==> src/rtl/elem_loop_pkg.sv <==
package elem_loop_pkg;
  typedef enum logic [1:0] {
    ST_IDLE  = 2'd0,
    ST_ISSUE = 2'd1,
    ST_WAIT  = 2'd2
  } seq_state_t;
endpackage

==> src/rtl/elem_idx_gen.sv <==
// Element index and issue-order counter; direction picked at load.
module elem_idx_gen #(
  parameter int VL_W = 7
) (
  input  logic            clk,
  input  logic            rst_n,
  input  logic            load,
  input  logic            step,
  input  logic            reverse_in,
  input  logic [VL_W-1:0] vl_in,
  output logic [VL_W-1:0] idx_o,
  output logic [VL_W-1:0] cnt_o,
  output logic [VL_W-1:0] vl_lat_o,
  output logic            last_o
);
  localparam logic [VL_W-1:0] ONE = VL_W'(1);

  logic rev_q;

  always_ff @(posedge clk or negedge rst_n) begin
    if (!rst_n) begin
      idx_o    <= '0;
      cnt_o    <= '0;
      vl_lat_o <= '0;
      rev_q    <= 1'b0;
    end else if (load) begin
      cnt_o    <= '0;
      vl_lat_o <= vl_in;
      rev_q    <= reverse_in;
      idx_o    <= reverse_in ? (vl_in - ONE) : '0;
    end else if (step) begin
      cnt_o <= cnt_o + ONE;
      idx_o <= rev_q ? (idx_o - ONE) : (idx_o + ONE);
    end
  end

  assign last_o = (cnt_o == (vl_lat_o - ONE));
endmodule

==> src/rtl/elem_trunc.sv <==
// Decides whether a completion ends the loop and what length results.
module elem_trunc #(
  parameter int VL_W = 7
) (
  input  logic            ff_en,
  input  logic            ff_incl,
  input  logic            fail,
  input  logic            last,
  input  logic [VL_W-1:0] cnt,
  input  logic [VL_W-1:0] vl_lat,
  output logic            stop,
  output logic [VL_W-1:0] len
);
  localparam logic [VL_W-1:0] ONE = VL_W'(1);

  logic hit;

  always_comb begin
    hit  = ff_en & fail;
    stop = hit | last;
    if (hit) len = ff_incl ? (cnt + ONE) : cnt;
    else     len = vl_lat;
  end
endmodule

==> src/rtl/elem_loop_ctrl.sv <==
// Loop state machine: start capture, issue handshake, completion, finish.
module elem_loop_ctrl
  import elem_loop_pkg::*;
#(
  parameter int VL_W = 7
) (
  input  logic            clk,
  input  logic            rst_n,
  input  logic            start,
  input  logic [VL_W-1:0] vl_in,
  input  logic            ffirst_en,
  input  logic            ffirst_incl,
  input  logic            elem_ready,
  input  logic            cmp_valid,
  input  logic            stop,
  input  logic [VL_W-1:0] len,
  output logic            load,
  output logic            step,
  output logic            ff_en_q,
  output logic            ff_incl_q,
  output logic            elem_valid,
  output logic            pc_hold,
  output logic [VL_W-1:0] vl_out,
  output logic            done
);
  seq_state_t st;

  always_ff @(posedge clk or negedge rst_n) begin
    if (!rst_n) begin
      st        <= ST_IDLE;
      done      <= 1'b0;
      vl_out    <= '0;
      ff_en_q   <= 1'b0;
      ff_incl_q <= 1'b0;
    end else begin
      done <= 1'b0;
      unique case (st)
        ST_IDLE: if (start) begin
          ff_en_q   <= ffirst_en;
          ff_incl_q <= ffirst_incl;
          if (vl_in == '0) begin
            done   <= 1'b1;
            vl_out <= '0;
          end else begin
            st <= ST_ISSUE;
          end
        end
        ST_ISSUE: if (elem_ready) st <= ST_WAIT;
        ST_WAIT: if (cmp_valid) begin
          if (stop) begin
            st     <= ST_IDLE;
            done   <= 1'b1;
            vl_out <= len;
          end else begin
            st <= ST_ISSUE;
          end
        end
        default: st <= ST_IDLE;
      endcase
    end
  end

  assign load       = (st == ST_IDLE) & start;
  assign step       = (st == ST_WAIT) & cmp_valid & ~stop;
  assign elem_valid = (st == ST_ISSUE);
  assign pc_hold    = (st != ST_IDLE);
endmodule

==> src/rtl/elem_loop_seq.sv <==
module elem_loop_seq #(
  parameter int VL_W = 7
) (
  input  logic            clk,
  input  logic            rst_n,
  input  logic            start,
  input  logic [VL_W-1:0] vl_in,
  input  logic            reverse,
  input  logic            ffirst_en,
  input  logic            ffirst_incl,
  output logic            elem_valid,
  input  logic            elem_ready,
  output logic [VL_W-1:0] elem_idx,
  input  logic            cmp_valid,
  input  logic            cmp_fail,
  output logic            pc_hold,
  output logic [VL_W-1:0] vl_out,
  output logic            done
);
  logic            load, step, stop, last, ff_en_q, ff_incl_q;
  logic [VL_W-1:0] cnt, vl_lat, len;

  elem_loop_ctrl #(.VL_W(VL_W)) u_ctrl (
    .clk(clk), .rst_n(rst_n), .start(start), .vl_in(vl_in),
    .ffirst_en(ffirst_en), .ffirst_incl(ffirst_incl),
    .elem_ready(elem_ready), .cmp_valid(cmp_valid),
    .stop(stop), .len(len), .load(load), .step(step),
    .ff_en_q(ff_en_q), .ff_incl_q(ff_incl_q),
    .elem_valid(elem_valid), .pc_hold(pc_hold),
    .vl_out(vl_out), .done(done)
  );

  elem_idx_gen #(.VL_W(VL_W)) u_idx (
    .clk(clk), .rst_n(rst_n), .load(load), .step(step),
    .reverse_in(reverse), .vl_in(vl_in), .idx_o(elem_idx),
    .cnt_o(cnt), .vl_lat_o(vl_lat), .last_o(last)
  );

  elem_trunc #(.VL_W(VL_W)) u_trunc (
    .ff_en(ff_en_q), .ff_incl(ff_incl_q), .fail(cmp_fail), .last(last),
    .cnt(cnt), .vl_lat(vl_lat), .stop(stop), .len(len)
  );
endmodule

==> config.mk <==
export PLATFORM = sky130hd
export DESIGN_NAME = elem_loop_seq
export DESIGN_NICKNAME = d
export VERILOG_FILES = /design/src/rtl/elem_loop_pkg.sv /design/src/rtl/elem_idx_gen.sv /design/src/rtl/elem_trunc.sv /design/src/rtl/elem_loop_ctrl.sv /design/src/rtl/elem_loop_seq.sv
export SDC_FILE = /design/constraint.sdc
export NUM_CORES = 1
export LEC_CHECK = 0
export BUFFER_PORTS_ARGS = -buffer_cell sky130_fd_sc_hd__buf_2
export CAP_MARGIN = 20
export CORE_UTILIZATION = 44
export CTS_CLUSTER_SIZE = 20
export DETAILED_ROUTE_END_ITERATION = 8
export MAX_ROUTING_LAYER = met4
export PLACE_DENSITY_LB_ADDON = 0.1
export SLEW_MARGIN = 30
export SYNTH_ARGS = -nofsm -noshare
export SYNTH_HDL_FRONTEND = slang
export SYNTH_SLANG_ARGS = --single-unit
export TNS_END_PERCENT = 20
==> constraint.sdc <==
create_clock -name clk -period 4.5 [get_ports clk]
set_clock_uncertainty 0.15 [all_clocks]
set_input_delay 0.45 -clock clk [delete_from_list [all_inputs] [get_ports clk]]
set_output_delay 0.45 -clock clk [all_outputs]
set_load 0.005 [all_outputs]
==> impl_metrics.toml, run 1 <==
[outcome]
status = "finished clean"

[floorplanning]
die-height_um = 74.3
die_w_um = 74.3
rows = 25
num_io_pins = 33
dieArea_um2 = 5530
core_um2 = 4880
start_util_pct = 47.2

[yosys]
synth_cell_types = 48
synth_area_leaders = "dfrtp_1 37%, nand2_1 6.8%, xor2_1 5.7%"
synth.ff_latch_count = 34
yosys_warnings = 0
yosysTopAreaCell = "dfrtp_1"
synth.top_cell.area_share_pct = 37.0
syn_inst = 256
ys_async_sr_fraction_pct = 100
ys.flop_type = "dfrtp_1"
seq_area_frac_synth_pct = 37.0
syn_nets = 282
synth_edf_count = 0
avgSynthCellArea_um2 = 8.99
netlist_area_um2 = 2300

[drt]
drt_iter0_drc = 130
vias = 1887
ant_nets = 0
routed_wl_mm = 5.25
drc = 0
wl_per_cell_um = 15.0
drtPass1Iterations = 4
drt-vias-per-instance = 5.39

[clock_network]
cts.clk_slew.worst_paths_ns = 0.07
hold_buffers = 0
cts_resized = 0
cts_tree = "yes"
clkLatencyLatePin_ns = 0.28
htreeDepth = 2
cts_setup_buffers = 0
root_buffer = "clkbuf_8"
cts_made_buffers = 5
clk_path_buf_depth = 2
cts_sinks = 34

[power]
switchingPower_uw = 632
combPwrFrac_pct = 49.0
pwr-share-seq_pct = 35.2
leakage_nw = 1.22
ir_drop_mv = 0.326
p_int_uw = 861
netSwitchingFraction_pct = 42.3
power_frac_clock_pct = 15.8
power_density_nw_per_um2 = 579

[sta]
finalCritPeriodShare_pct = 59.3
grt_setup_unrepaired = "no"
final_max_slew_viol_count = 0
fmax_mhz = 375
worst_pin_slew_ns = 0.870
setup-tns-final_ns = 0
setup_viol = 0
max-slew-margin-rel_pct = 42.0
whs_ns = 0.0973
finalHoldViolCount = 0
finalCriticalPeriod_ns = 2.67

[global_route]
grtUsageTotal_pct = 22.1
grt_pass1_wl_mm = 8.80
grt_overflow_total = 0
grt_max_degree = 35
antenna_found_initial = 0
grt_pass1_vias = 1709

[setup_path]
crit_chain = "inv_1 > ha_1 > nor3b_2 > mux2i_1 > o22ai_1 > o2111a_2 > a21oi_4 > mux2_4"
cp.arrival_ns = 2.69
reg2regPathDepth = 8
critical_path_class = "reg -> reg"
rrSetupSlack_ns = 1.83
crit_required_ns = 4.52
slowest_stage = "dfrtp_1"
crit_path_start_kind = "flip-flop"
max_stage_delay_ns = 0.40
end_kind = "flip-flop"
cp_max_fo = 15

[placed_design]
gp_congestion = 0.814
hpwl_mm = 3.83
place_area_um2 = 2490
port_buffers = 32

[cells_and_area]
drive_above_1_share_pct = 19.1
final_cell_area_um2 = 2580
area_growth_pct = 12.1
antenna_cells = 0
final-seq-area_um2 = 851
multi_input_area_um2 = 1350
nets = 308
fill_cells = 496

[job]
timing.max_cap.violations = 0

[hold_path]
holdCritPathClass = "in -> async"
## path summary, 6_finish.rpt
path | start | endpoint
setup / recovery | u_idx.vl_lat_o[0]$_DFFE_PN0P_ | u_ctrl.vl_out[5]$_DFFE_PN0P_
hold / removal | rst_n | u_ctrl.st[1]$_DFFE_PN0P_
setup reg to reg | u_idx.vl_lat_o[0]$_DFFE_PN0P_ | u_ctrl.vl_out[5]$_DFFE_PN0P_
hold reg to reg | u_ctrl.ff_en_q$_DFFE_PN0P_ | u_ctrl.ff_en_q$_DFFE_PN0P_
max in group asynchronous | rst_n | u_ctrl.vl_out[0]$_DFFE_PN0P_
min in group clk | cmp_valid | u_ctrl.st[1]$_DFFE_PN0P_
## critical path: cells and delay by family (launching register included)
kind,cells,cell delay [ns]
and+or+nand+nor,1,0.26
muxes,2,0.55
AOI/OAI and AO/OA,3,0.89
buffers and inverters,1,0.11
DFF,1,0.40
adders and majority gates,1,0.18
## layout make-up
type | instances | area share, %
Inverter | 11 | 1.60
Tap cell | 67 | 3.25
Multi-Input combinational cell | 198 | 52.4
Timing Repair Buffer | 32 | 6.21
Clock inverter | 1 | 0.194
Sequential cell | 34 | 33.0
Clock buffer | 7 | 3.35
## registers in the layout, indices dropped and copies added, names as in the netlist
signal,cells
u_ctrl.st,2
u_idx.vl_lat_o,7
u_idx.idx_o,7
u_ctrl.vl_out,7
u_idx.cnt_o,7
u_ctrl.ff_incl_q,1
u_ctrl.ff_en_q,1
u_ctrl.done,1
u_idx.rev_q,1
## stage by stage
step                utilization, %  setup WS, ns  std cells  power (mW)
floorplan                        -          2.11        256        1.07
global placement              51.0          1.90        342        1.26
detailed placement            51.0          1.85        342        1.26
CTS                           52.9          1.83        350        1.50
global route                  52.9          1.65        350        1.63
finish                        52.9          1.83        350        1.49
## layout by cell type (no fill, tap or decap), types with 9 or more instances in the layout
cell type	count
buf_2	32
a21oi_1	9
xor2_1	15
nand2_1	42
xnor2_1	9
o21ai_0	11
nor2_1	15
nand3_1	12
dfrtp_1	34
ha_1	9
inv_1	11
o211ai_1	9
## cells in the mapped netlist (all sizes together) (3+ instances only)
library cell,number
ha,9
o211ai,9
dfrtp,34
xnor2,9
nor2,15
mux2,8
nand2,42
clkbuf,9
inv,11
nand2b,6
nor3,5
o21ai,11
mux2i,5
buf,4
a211oi,7
xor2,15
a31oi,3
nand3,12
nor2b,4
a21oi,10
## routing by layer
metal,vias to the layer above,track usage [%],wire length (µm)
met1,878,32.6,2640
met4,0,6.92,24
li1,950,-,-
met3,2,3.25,280
met2,57,31.0,2300
met5,-,-,0
## logic make-up after synthesis
family,after synthesis,synth area share [%]
AND/OR/NAND/NOR,101,21.5
AO/OA/AOI/OAI,50,15.2
flip-flops,34,37.0
XOR/XNOR,24,9.13
buffers and inverters,24,4.29
multiplexers,13,7.23
adder cells (fa/ha/maj),10,5.76
## power groups by stage
stage          sequential, mW  clock [mW]  combinational, mW
2_1_floorplan           0.496           0              0.577
3_3_place_gp            0.528           0              0.730
3_5_place_dp            0.531           0              0.733
4_1_cts                 0.526       0.241              0.737
5_1_grt                 0.546       0.254              0.832
6_report                0.526       0.236              0.732
(Power assumes the default switching activity.)
==> run 2, diff against run 1 <==
Settings changed: ABC_AREA set to 1.
Clock period 4.5 ns to 2.7 ns, I/O delays scaled along.
==> run 2 against run 1 <==
Effect of this change: clock-buffer cell count unchanged; critical path depth increased by 5; sequential cell count unchanged; critical endpoint is now u_idx.idx_o[2]$_DFFE_PN0P_; non-clock buffer count increased by 2; clock power increased by 94%; register-to-register slack got worse by 1.3 ns; total power increased by 110%; via count increased by 18%; core utilization decreased by 0.46 points; critical path type unchanged; global-route usage increased by 0.67 points; cell area increased by 6.4%; sequential power increased by 83%.
==> impl_metrics.toml, run 2 <==
[placed_design]
hpwl_mm = 4.38
port_buffers = 32
gp_congestion = 0.852

[clock_network]
cts_resized = 0
hold_buffers = 1
cts.clk_slew.worst_paths_ns = 0.07
clkLatencyLatePin_ns = 0.28
cts_tree = "yes"
clk_path_buf_depth = 2
cts_sinks = 34
htreeDepth = 2
root_buffer = "clkbuf_8"
cts_made_buffers = 5
cts_setup_buffers = 0

[setup_path]
crit_path_start_kind = "flip-flop"
slowest_stage = "dfrtp_1"
max_stage_delay_ns = 0.41
cp.arrival_ns = 2.22
crit_required_ns = 2.72
worst_path_most_repeated_cell = "nand2_1"
critical_path_class = "reg -> reg"
rrSetupSlack_ns = 0.50
end_kind = "flip-flop"
crit_chain = "inv_1 > ha_1 > inv_1 > nand2_1 > nand3b_1 > nand2_1 > nand3_2 > nor2_2 > nand2_4 > nand3_4 > nand2_2 > nand2_1 > nand2_1"
cp_top_family = "simple AND/OR/NAND/NOR gates"
path_buf_inv = 2
cp_max_fo = 15

[yosys]
synth.top_cell.area_share_pct = 34.8
syn_nets = 362
synth_edf_count = 0
yosys_warnings = 0
seq_area_frac_synth_pct = 34.8
avgSynthCellArea_um2 = 7.27
yosysTopAreaCell = "dfrtp_1"
synth.ff_latch_count = 34
synth_cell_types = 37
ys.flop_type = "dfrtp_1"
synth_area_leaders = "dfrtp_1 35%, nand2_1 16%, nand3_1 7.0%"
syn_inst = 336
yosysMostFrequentCell = "nand2_1"
ys_top_cells_by_count = "102 x nand2_1, 35 x inv_1, 34 x dfrtp_1, 34 x nand3_1, 19 x nor2_1"
netlist_area_um2 = 2440
ys_async_sr_fraction_pct = 100

[drt]
ant_nets = 0
drtPass1Iterations = 4
drc = 0
vias = 2234
wl_per_cell_um = 13.3
drt-vias-per-instance = 5.11
routed_wl_mm = 5.80
drt_iter0_drc = 134

[cells_and_area]
fill_cells = 531
final_common_cell = "nand2_1"
final_cell_mix = "102 x nand2_1, 35 x inv_1, 34 x nand3_1, 34 x dfrtp_1, 32 x buf_2"
drive_above_1_share_pct = 16.3
nets = 392
antenna_cells = 0
area_growth_pct = 12.3

[global_route]
grt_pass1_vias = 2169
grt_max_degree = 35
antenna_found_initial = 0
grt_pass1_wl_mm = 10.2
grt_overflow_total = 0
grtUsageTotal_pct = 22.8

[sta]
worst_pin_slew_ns = 0.765
finalCriticalPeriod_ns = 2.20
grt_setup_unrepaired = "no"
finalCritPeriodShare_pct = 81.3
max-slew-margin-rel_pct = 49.0
setup_viol = 0
fmax_mhz = 455
finalHoldViolCount = 0
setup-tns-final_ns = 0
final_max_slew_viol_count = 0

[floorplanning]
die_w_um = 76.5
die-height_um = 76.5
core_um2 = 5240
num_io_pins = 33
start_util_pct = 46.7
dieArea_um2 = 5860
rows = 26

[power]
power_mw = 3.08
power_density_nw_per_um2 = 1120
ir_drop_mv = 0.632
leakage_nw = 1.50

[hold_path]
holdCritPathClass = "in -> reg"

[job]
timing.max_cap.violations = 0

[outcome]
status = "finished clean"
[run 2: cell types whose count changed in the layout (fill, tap and decap cells not counted), sizes merged, moves of 5 or more]
cell	before	now
nand4	2	8
o21ai	11	19
nand2b	6	0
nand3	12	38
nand2	42	109
o211ai	9	0
a211oi	7	1
inv	11	37
xor2	15	7
mux2i	5	0
mux2	8	0
xnor2	9	4
nor2	15	24
[run 2: metal layers]
metal / wire [µm] / vias up / track usage [%]
met4: 78 / 0 / 7.50
met1: 2960 / 1020 / 30.8
met3: 197 / 8 / 3.83
met5: 0 / - / -
li1: - / 1160 / -
met2: 2560 / 46 / 34.6
[run 2: cell type report]
| class | count | area, µm² | area share [%] |
|---|---|---|---|
| clock buffers | 7 | 76.3 | 2.78 |
| well taps | 70 | 87.6 | 3.19 |
| clock inverters | 1 | 30.0 | 1.09 |
| repair buffers | 34 | 178 | 6.47 |
| inverters | 37 | 139 | 5.06 |
| flip-flops and latches | 34 | 851 | 31.0 |
| multi-input cells | 254 | 1380 | 50.4 |
[run 2: cells by family (layout without fill, tap and decap cells)]
logic type	after synthesis	in the layout	synth area share, %
xor gates and xnor gates	11	11	3.94
DFF	34	34	34.8
buffers and inverters	48	79	8.55
AOI/OAI and AO/OA	47	47	11.6
adders and majority gates	10	10	5.43
and+or+nand+nor	186	186	35.6
[run 2: per-stage QoR]
step | hold slack [ns] | setup slack (ns) | cells | instance area (µm²) | utilization (%)
after floorplan | -0.176 | 0.844 | 336 | 2440 | -
after global placement | 0.242 | 0.569 | 428 | 2630 | 50.2
after detailed placement | 0.242 | 0.537 | 428 | 2630 | 50.2
after CTS | 0.0169 | 0.514 | 437 | 2750 | 52.4
after global routing | 0.0241 | 0.177 | 437 | 2750 | 52.4
final | 0.0246 | 0.504 | 437 | 2750 | 52.4
[run 2: worst reg2reg max path, delay by kind of cell, from the launching register on]
family                     cells  cell delay [ns]
DFF                            1             0.41
and+or+nand+nor               10             1.05
adders and majority gates      1             0.27
buffers and inverters          2             0.20
[run 2: power breakdown]
group	internal, mW	leakage, nW	total (mW)	switching [mW]
Combinational	0.654	1.01	1.66	1.01
Clock	0.276	0.0524	0.458	0.181
Sequential	0.719	0.442	0.960	0.242
Total	1.65	1.50	3.08	1.43
[run 2: path summary, 6_finish.rpt]
| kind | depth (start not counted) | from | to |
|---|---|---|---|
| worst max register to register | 13 | u_idx.vl_lat_o[0]$_DFFE_PN0P_ | u_idx.idx_o[2]$_DFFE_PN0P_ |
| min in group asynchronous | 2 | rst_n | u_idx.rev_q$_DFFE_PN0P_ |
| max in group asynchronous | 2 | rst_n | u_idx.cnt_o[2]$_DFFE_PN0P_ |
| worst min register to register | 2 | u_ctrl.vl_out[5]$_DFFE_PN0P_ | u_ctrl.vl_out[5]$_DFFE_PN0P_ |
| worst min-delay path | 3 | ffirst_en | u_ctrl.ff_en_q$_DFFE_PN0P_ |
| worst max-delay path | 13 | u_idx.vl_lat_o[0]$_DFFE_PN0P_ | u_idx.idx_o[2]$_DFFE_PN0P_ |
